$ cat src/rtl/hpt_walker.sv
module hpt_walker #(
  parameter int VPN_W = 20,
  parameter int PFN_W = 20,
  parameter int BKT_W = 8,
  parameter int MAX_HOPS = 32,
  parameter logic [31:0] TABLE_BASE = 32'h0010_0000
) (
  input  logic             clk,
  input  logic             rst_n,
  input  logic             req_valid,
  output logic             req_ready,
  input  logic [VPN_W-1:0] req_vpn,
  output logic             resp_valid,
  output logic             resp_hit,
  output logic             resp_err,
  output logic [PFN_W-1:0] resp_pfn,
  output logic             mem_req,
  output logic [31:0]      mem_addr,
  input  logic             mem_rvalid,
  input  logic [31:0]      mem_rdata
);

  localparam int HALF  = VPN_W / 2;
  localparam int HOP_W = $clog2(MAX_HOPS + 1);

  typedef enum logic [2:0] {S_IDLE, S_HEAD, S_VPN, S_PFN, S_NEXT} st_t;

  st_t              st;
  logic [VPN_W-1:0] vpn_q;
  logic [31:0]      ptr_q;
  logic [HOP_W-1:0] hops_q;

  logic [VPN_W-1:0] fold;
  logic [BKT_W-1:0] bkt;
  logic [31:0]      head_addr;
  logic             vpn_eq, link_null, at_limit;

  assign fold      = VPN_W'(vpn_q[VPN_W-1:HALF]) ^ VPN_W'(vpn_q[HALF-1:0]);
  assign bkt       = fold[BKT_W-1:0];
  assign head_addr = TABLE_BASE + (32'(bkt) << 2);
  assign vpn_eq    = mem_rdata[VPN_W-1:0] == vpn_q;
  assign link_null = mem_rdata == 32'd0;
  assign at_limit  = hops_q == HOP_W'(MAX_HOPS);

  assign req_ready = st == S_IDLE;
  assign mem_req   = st != S_IDLE;

  always_comb begin
    case (st)
      S_HEAD:  mem_addr = head_addr;
      S_VPN:   mem_addr = ptr_q;
      S_PFN:   mem_addr = ptr_q + 32'd4;
      S_NEXT:  mem_addr = ptr_q + 32'd8;
      default: mem_addr = 32'd0;
    endcase
  end

  always_ff @(posedge clk) begin
    if (!rst_n) begin
      st         <= S_IDLE;
      vpn_q      <= '0;
      ptr_q      <= '0;
      hops_q     <= '0;
      resp_valid <= 1'b0;
      resp_hit   <= 1'b0;
      resp_err   <= 1'b0;
      resp_pfn   <= '0;
    end else begin
      resp_valid <= 1'b0;
      case (st)
        S_IDLE: if (req_valid) begin
          vpn_q  <= req_vpn;
          hops_q <= '0;
          st     <= S_HEAD;
        end
        S_HEAD, S_NEXT: if (mem_rvalid) begin
          if (link_null || at_limit) begin
            st         <= S_IDLE;
            resp_valid <= 1'b1;
            resp_hit   <= 1'b0;
            resp_err   <= !link_null;
            resp_pfn   <= '0;
          end else begin
            ptr_q  <= mem_rdata;
            hops_q <= hops_q + 1'b1;
            st     <= S_VPN;
          end
        end
        S_VPN: if (mem_rvalid) st <= vpn_eq ? S_PFN : S_NEXT;
        S_PFN: if (mem_rvalid) begin
          st         <= S_IDLE;
          resp_valid <= 1'b1;
          resp_hit   <= 1'b1;
          resp_err   <= 1'b0;
          resp_pfn   <= mem_rdata[PFN_W-1:0];
        end
        default: st <= S_IDLE;
      endcase
    end
  end

  a_r8_busy_after_accept: assert property (@(posedge clk) disable iff (!rst_n)
    (req_valid && req_ready) |=> (!req_ready && mem_req));

  a_r9_addr_hold: assert property (@(posedge clk) disable iff (!rst_n)
    (mem_req && !mem_rvalid) |=> (mem_req && $stable(mem_addr)));

  a_r10_single_pulse: assert property (@(posedge clk) disable iff (!rst_n)
    resp_valid |=> !resp_valid);

  a_r10_ready_at_resp: assert property (@(posedge clk) disable iff (!rst_n)
    resp_valid |-> req_ready);

  a_r7_hit_err_exclusive: assert property (@(posedge clk) disable iff (!rst_n)
    resp_valid |-> !(resp_hit && resp_err));

  a_r7_hop_bound: assert property (@(posedge clk) disable iff (!rst_n)
    hops_q <= HOP_W'(MAX_HOPS));

  a_r4_hit_from_frame: assert property (@(posedge clk) disable iff (!rst_n)
    (resp_valid && resp_hit) |-> $past(st == S_PFN && mem_rvalid));

endmodule

$ cat config.mk
export PLATFORM = sky130hd
export DESIGN_NAME = hpt_walker
export DESIGN_NICKNAME = d
export VERILOG_FILES = /design/src/rtl/hpt_walker.sv
export SDC_FILE = /design/constraint.sdc
export NUM_CORES = 1
export LEC_CHECK = 0
export BUFFER_PORTS_ARGS = -buffer_cell sky130_fd_sc_hd__buf_2
export CAP_MARGIN = 20
export CORE_MARGIN = 2
export CORE_UTILIZATION = 54
export DETAILED_ROUTE_END_ITERATION = 7
export GPL_TIMING_DRIVEN = 0
export PLACE_DENSITY = 0.8
export SLEW_MARGIN = 20
export SYNTH_ARGS = -nofsm -noshare
export SYNTH_HDL_FRONTEND = slang
export SYNTH_SLANG_ARGS = --single-unit
$ cat constraint.sdc
create_clock -name clk -period 2.8 [get_ports clk]
set_input_delay 0.42 -clock clk [delete_from_list [all_inputs] [get_ports clk]]
set_output_delay 0.42 -clock clk [all_outputs]
set_load 0.02 [all_outputs]
After elaboration in Yosys (flattened, before gate mapping). Cells that the tools add are included.

Flip-flop bits (word level): 84. Latch bits: 0. Memory bits (writable): 0. ROM bits: 0. Output and inout port bits: 57. Logic and storage cells: 67. Memories kept: 0.

Add/subtract/negate cells: 4. Multipliers: 0. Div/mod/pow operators: 0. Magnitude comparators: 0. Eq/ne operators: 12. Shift-type cells: 0. Mux-type cells: 28. Bitwise operators: 2. Reduce and logical (&&, ||, !) cells: 13.

Operators with widths (number): 32-bit one-hot mux with 4 select lines (1); 20-bit 2-to-1 mux (3); 20-bit one-hot mux with 2 select lines (1); 32-bit by 3-bit adder with 32-bit output (second input constant) (1); 32-bit by 4-bit adder with 32-bit output (second input constant) (1); 32-bit zero test (1); 21-bit by 10-bit adder with 22-bit output (first input constant) (1); 20-bit equality test (1); 6-bit 2-to-1 mux (3); 3-bit 2-to-1 mux (5); 2-bit != test (second input constant) (6); 3-bit one-hot mux with 4 select lines (1); 6-bit one-hot mux with 2 select lines (1); 4-bit AND reduction (3); 1-bit 2-to-1 mux (9); 8-bit bitwise XOR (1); 6-bit by 1-bit adder with 6-bit output (second input constant) (1); 3-bit by 2-bit equality test with 1-bit output (second input constant) (2); 6-bit equality test (second input constant) (1); 1-bit one-hot mux with 2 select lines (3); 2-bit nonzero test (2); 3-bit by 1-bit equality test with 1-bit output (second input constant) (1); 3-bit equality test (second input constant) (1); 3-bit zero test (1); 8 further kinds (8).

Depth between registers and ports, before layout.
Depth after elaboration: 5. Gate-level depth with buffers: 9.

Worst setup path after synthesis. No wires, ideal clock.

Kind: flip-flop to output port. Start point: reg ptr_q[3]. End point: out mem_addr[20]. Arrival time: 2.235 ns. Data required time: 2.380 ns. Setup slack: 0.145 ns. Cell stages (with the launch flop): 7. Buffers on the path: 0. Path through: dfxtp_1 -> ha_1 -> and3_1 -> and3_1 -> a22o_1 -> nand2_1 -> o311ai_0.

Cells in the longest elaborated chain, start to end: 2.

RTL lines: start, declared (line 30) `logic [31:0] ptr_q;`; start signal, assigned (line 84) `ptr_q <= mem_rdata;`; 32-bit by 4-bit adder with 32-bit output or 32-bit by 3-bit adder with 32-bit output (tied branches) (line 53, 52); 32-bit one-hot mux with 4 select lines * (line 49) `case (st)`; end, declared (line 18) `output logic [31:0] mem_addr,`.

Every way passes the cells marked *; elsewhere a longest branch is shown, timed or not.

Worst setup path in the final report.
Start point: reg st[2]. End point: out mem_addr[13].

Cells in the longest elaborated chain, start to end: 2.

RTL lines: start, declared (line 28) `st_t st;`; start signal, assigned (line 89) `S_VPN: if (mem_rvalid) st <= vpn_eq ? S_PFN : S_NEXT;`; 3-bit equality test, or another cell as far along (line 49); 32-bit one-hot mux with 4 select lines * (line 49).

Marked as above.

==> results.toml <==
[setup_path]
cpPeakStageDelay_ns = 0.35
cp_data_required_time_ns = 2.38
setup.worst_path.start_class = "flop"
crit_type = "flop to output pin"
path_cells = "buf_4 > clkbuf_1 > nand3b_1 > o21ai_4 > a41oi_1 > a31oi_1 > buf_2"
cp.arrival_ns = 2.33
cpMaxStageDelayCell = "nand3b_1"
crit_fanout = 10
cp_top_family = "compound AO/OA/AOI/OAI gates"
crit_buf_inv = 3
endpoint_kind = "output pin"

[floorplanning]
die-area_um2 = 9680
die_height_um = 98.4
start_util_pct = 55.4
core_area_um2 = 8680
die_w_um = 98.4
ios = 113
row_count = 34

[synthesis]
ys_ff_latch = 84
async_flop_share_pct = 0
synthTopCellsByCount = "103 x nand2_1, 84 x dfxtp_1, 60 x nand3_1"
synth-edff-count = 0
avgSynthCellArea_um2 = 7.62
yosysWarningCount = 0
synth_compound_area_share_pct = 24.4
synth-simple-area-share_pct = 26.7
ys.flop_type = "dfxtp_1"
synthMuxAreaShare_pct = 1.27
synth_seq_area_share_pct = 35.0
synthTopCellsByArea = "dfxtp_1 35%, nand2_1 8.0%, nand3_1 6.2%"
syn_nets = 691
yosysUniqueCellTypes = 64
syn_area_um2 = 4810
yosysTopAreaCell = "dfxtp_1"
yosysMostFrequentCell = "nand2_1"
synth_adder_area_share_pct = 1.04
syn_inst = 631
synth_xor_area_share_pct = 5.65
synth_top_family_by_area = "simple AND/OR/NAND/NOR gates"
synth_top_area_share_pct = 35.0

[clock_tree]
root_buffer = "clkbuf_8"
numCtsBuffers = 9
cts.path.max_buffers = 2
clock_sinks = 84
worstSkewPairLatency_ns = 0.35
ctsHtreeMaxLevel = 3
cts_tree = "built"
hold_buffers = 0
clk_pin_slew_ns = 0.09

[run_status]
outcome = "completed"

[timing]
rsz0062_at_grt = "yes"
final-hold-violation-count = 0
tns_ns = 0
finalMaxSlewViolations = 0
slew-limit-headroom_pct = 58.3
period_needed_ns = 2.75
fin_ws_ns = 0.0536
fmax_mhz = 364
hold-worst-slack_ns = 0.296
period_share_pct = 98.1
setup_violations = 0
finalClockSkew_ns = 0.00519
worstMarginPinSlew_ns = 0.621

[global_routing]
grt_pass1_vias = 4922
grt-busiest-layer = "met2"
antenna_found_initial = 0
grt_pass1_wl_um = 25700
grt_max_degree = 17
use_met1_pct = 45.7
grt.overflow.total = 0
track_usage_pct = 33.1
grt_use_met2_pct = 52.7
met3_usage_pct = 5.58

[power]
pwr-share-comb_pct = 18.9
vdd_drop_max_uv = 465
internal-power_mw = 1.86
power_leakage_nw = 2.36
power_density_nw_per_um2 = 467
p_clk_share_pct = 32.8
swShare_pct = 31.8
switchingPower_uw = 866
seqPwrFrac_pct = 48.3

[place]
port_buffers = 111
place_congestion = 0.942
dp_slack_ns = 0.0589
dpl.hpwl_um = 12500
placedInstanceArea_um2 = 5500

[finish]
fin_util_pct = 67.1
nets = 812
final_area_um2 = 5820
n_antenna_cell = 0
area_delta_synth_final_pct = 21.1
fillCellCount = 786
drive_gt1_share_pct = 24.8

[route]
vias = 5454
drtPass1Iterations = 5
wl_per_cell_um = 18.7
drt_iter0_markers = 444
ant_nets = 0
drt-total-wl_um = 16200
drc = 0
vias_per_cell = 6.31

[run]
max_cap_violations = 0

[hold_path]
holdCritPathClass = "input port to flop"
==> registers in the layout, indices dropped and copies added (netlist names) <==
signal	flops
hops_q	6
ptr_q	32
resp_err	1
resp_hit	1
resp_pfn	20
resp_valid	1
st	3
vpn_q	20
==> cell type report <==
class	count	area, um^2	area share (%)
clock inverters	7	81.3	1.40
repair buffers	116	593	10.2
plain buffers	48	239	4.10
inverters	10	37.5	0.644
clock buffers	9	124	2.13
flip-flops and latches	84	1690	29.0
multi-input cells	483	2930	50.2
well taps	108	135	2.32
==> layer usage <==
layer,vias to the layer above,wire length (um)
met5,-,0
met4,0,455
met3,40,1490
met2,320,7380
met1,2528,6890
li1,2566,-
==> path summary, 6_finish.rpt <==
kind,cells after the start,end,from,slack [ns]
worst max-delay path,7,mem_addr[13],st[2],0.05
worst min-delay path,3,vpn_q[4],req_vpn[4],0.30
worst max register to register,8,resp_pfn[5],hops_q[0],0.46
worst min register to register,2,ptr_q[0],ptr_q[0],0.47
==> what timing repair did <==
action / in CTS / in global routing
endpoints found under the setup margin: 24 / 28
endpoints found under the hold margin: 0 / 0
cloned: 0 / 0
pin swaps: 1 / 3
buffers inserted: 1 / 4
gates resized for setup: 15 / 24
==> logic make-up after synthesis <==
logic type                 after synthesis
and+or+nand+nor                        261
xor gates and xnor gates                31
AOI/OAI and AO/OA                      181
muxes                                    6
DFF                                     84
adders and majority gates                4
buffers and inverters                   64
==> cell usage in the layout (no fill, tap or decap), drive strengths merged, types with 13 or more instances in the layout <==
cell	Yosys	layout
a21oi	40	40
a22o	22	22
buf	23	137
clkbuf	30	35
dfxtp	84	84
inv	10	14
nand2	103	103
nand3	60	60
nand4	24	24
nor2	18	18
nor4	13	13
o21ai	55	55
xnor2	18	18
xor2	13	13
==> power by group through the flow <==
stage          clock, mW  combinational (mW)  sequential (mW)
3_3_place_gp           0               0.489             1.33
6_report           0.893               0.515             1.31
3_5_place_dp           0               0.499             1.33
4_1_cts            0.903               0.503             1.31
5_1_grt            0.952               0.562             1.32
2_1_floorplan          0               0.319             1.31
==> worst register-to-register path, stage by stage, from the launching register on <==
cell and delay (ns):
dfxtp_1 0.42, inv_1 0.07, ha_1 0.20, nor4b_1 0.17, a211oi_2 0.29, o21ai_0 0.16
a21oi_1 0.35, clkbuf_1 0.42, a22o_1 0.21
==> per-stage QoR <==
stage          power, mW  cells
2_1_floorplan       1.63    631
3_3_place_gp        1.82    850
3_5_place_dp        1.83    850
4_1_cts             2.71    866
5_1_grt             2.83    865
6_report            2.72    865
No activity file was read; power rests on OpenSTA's default activity.
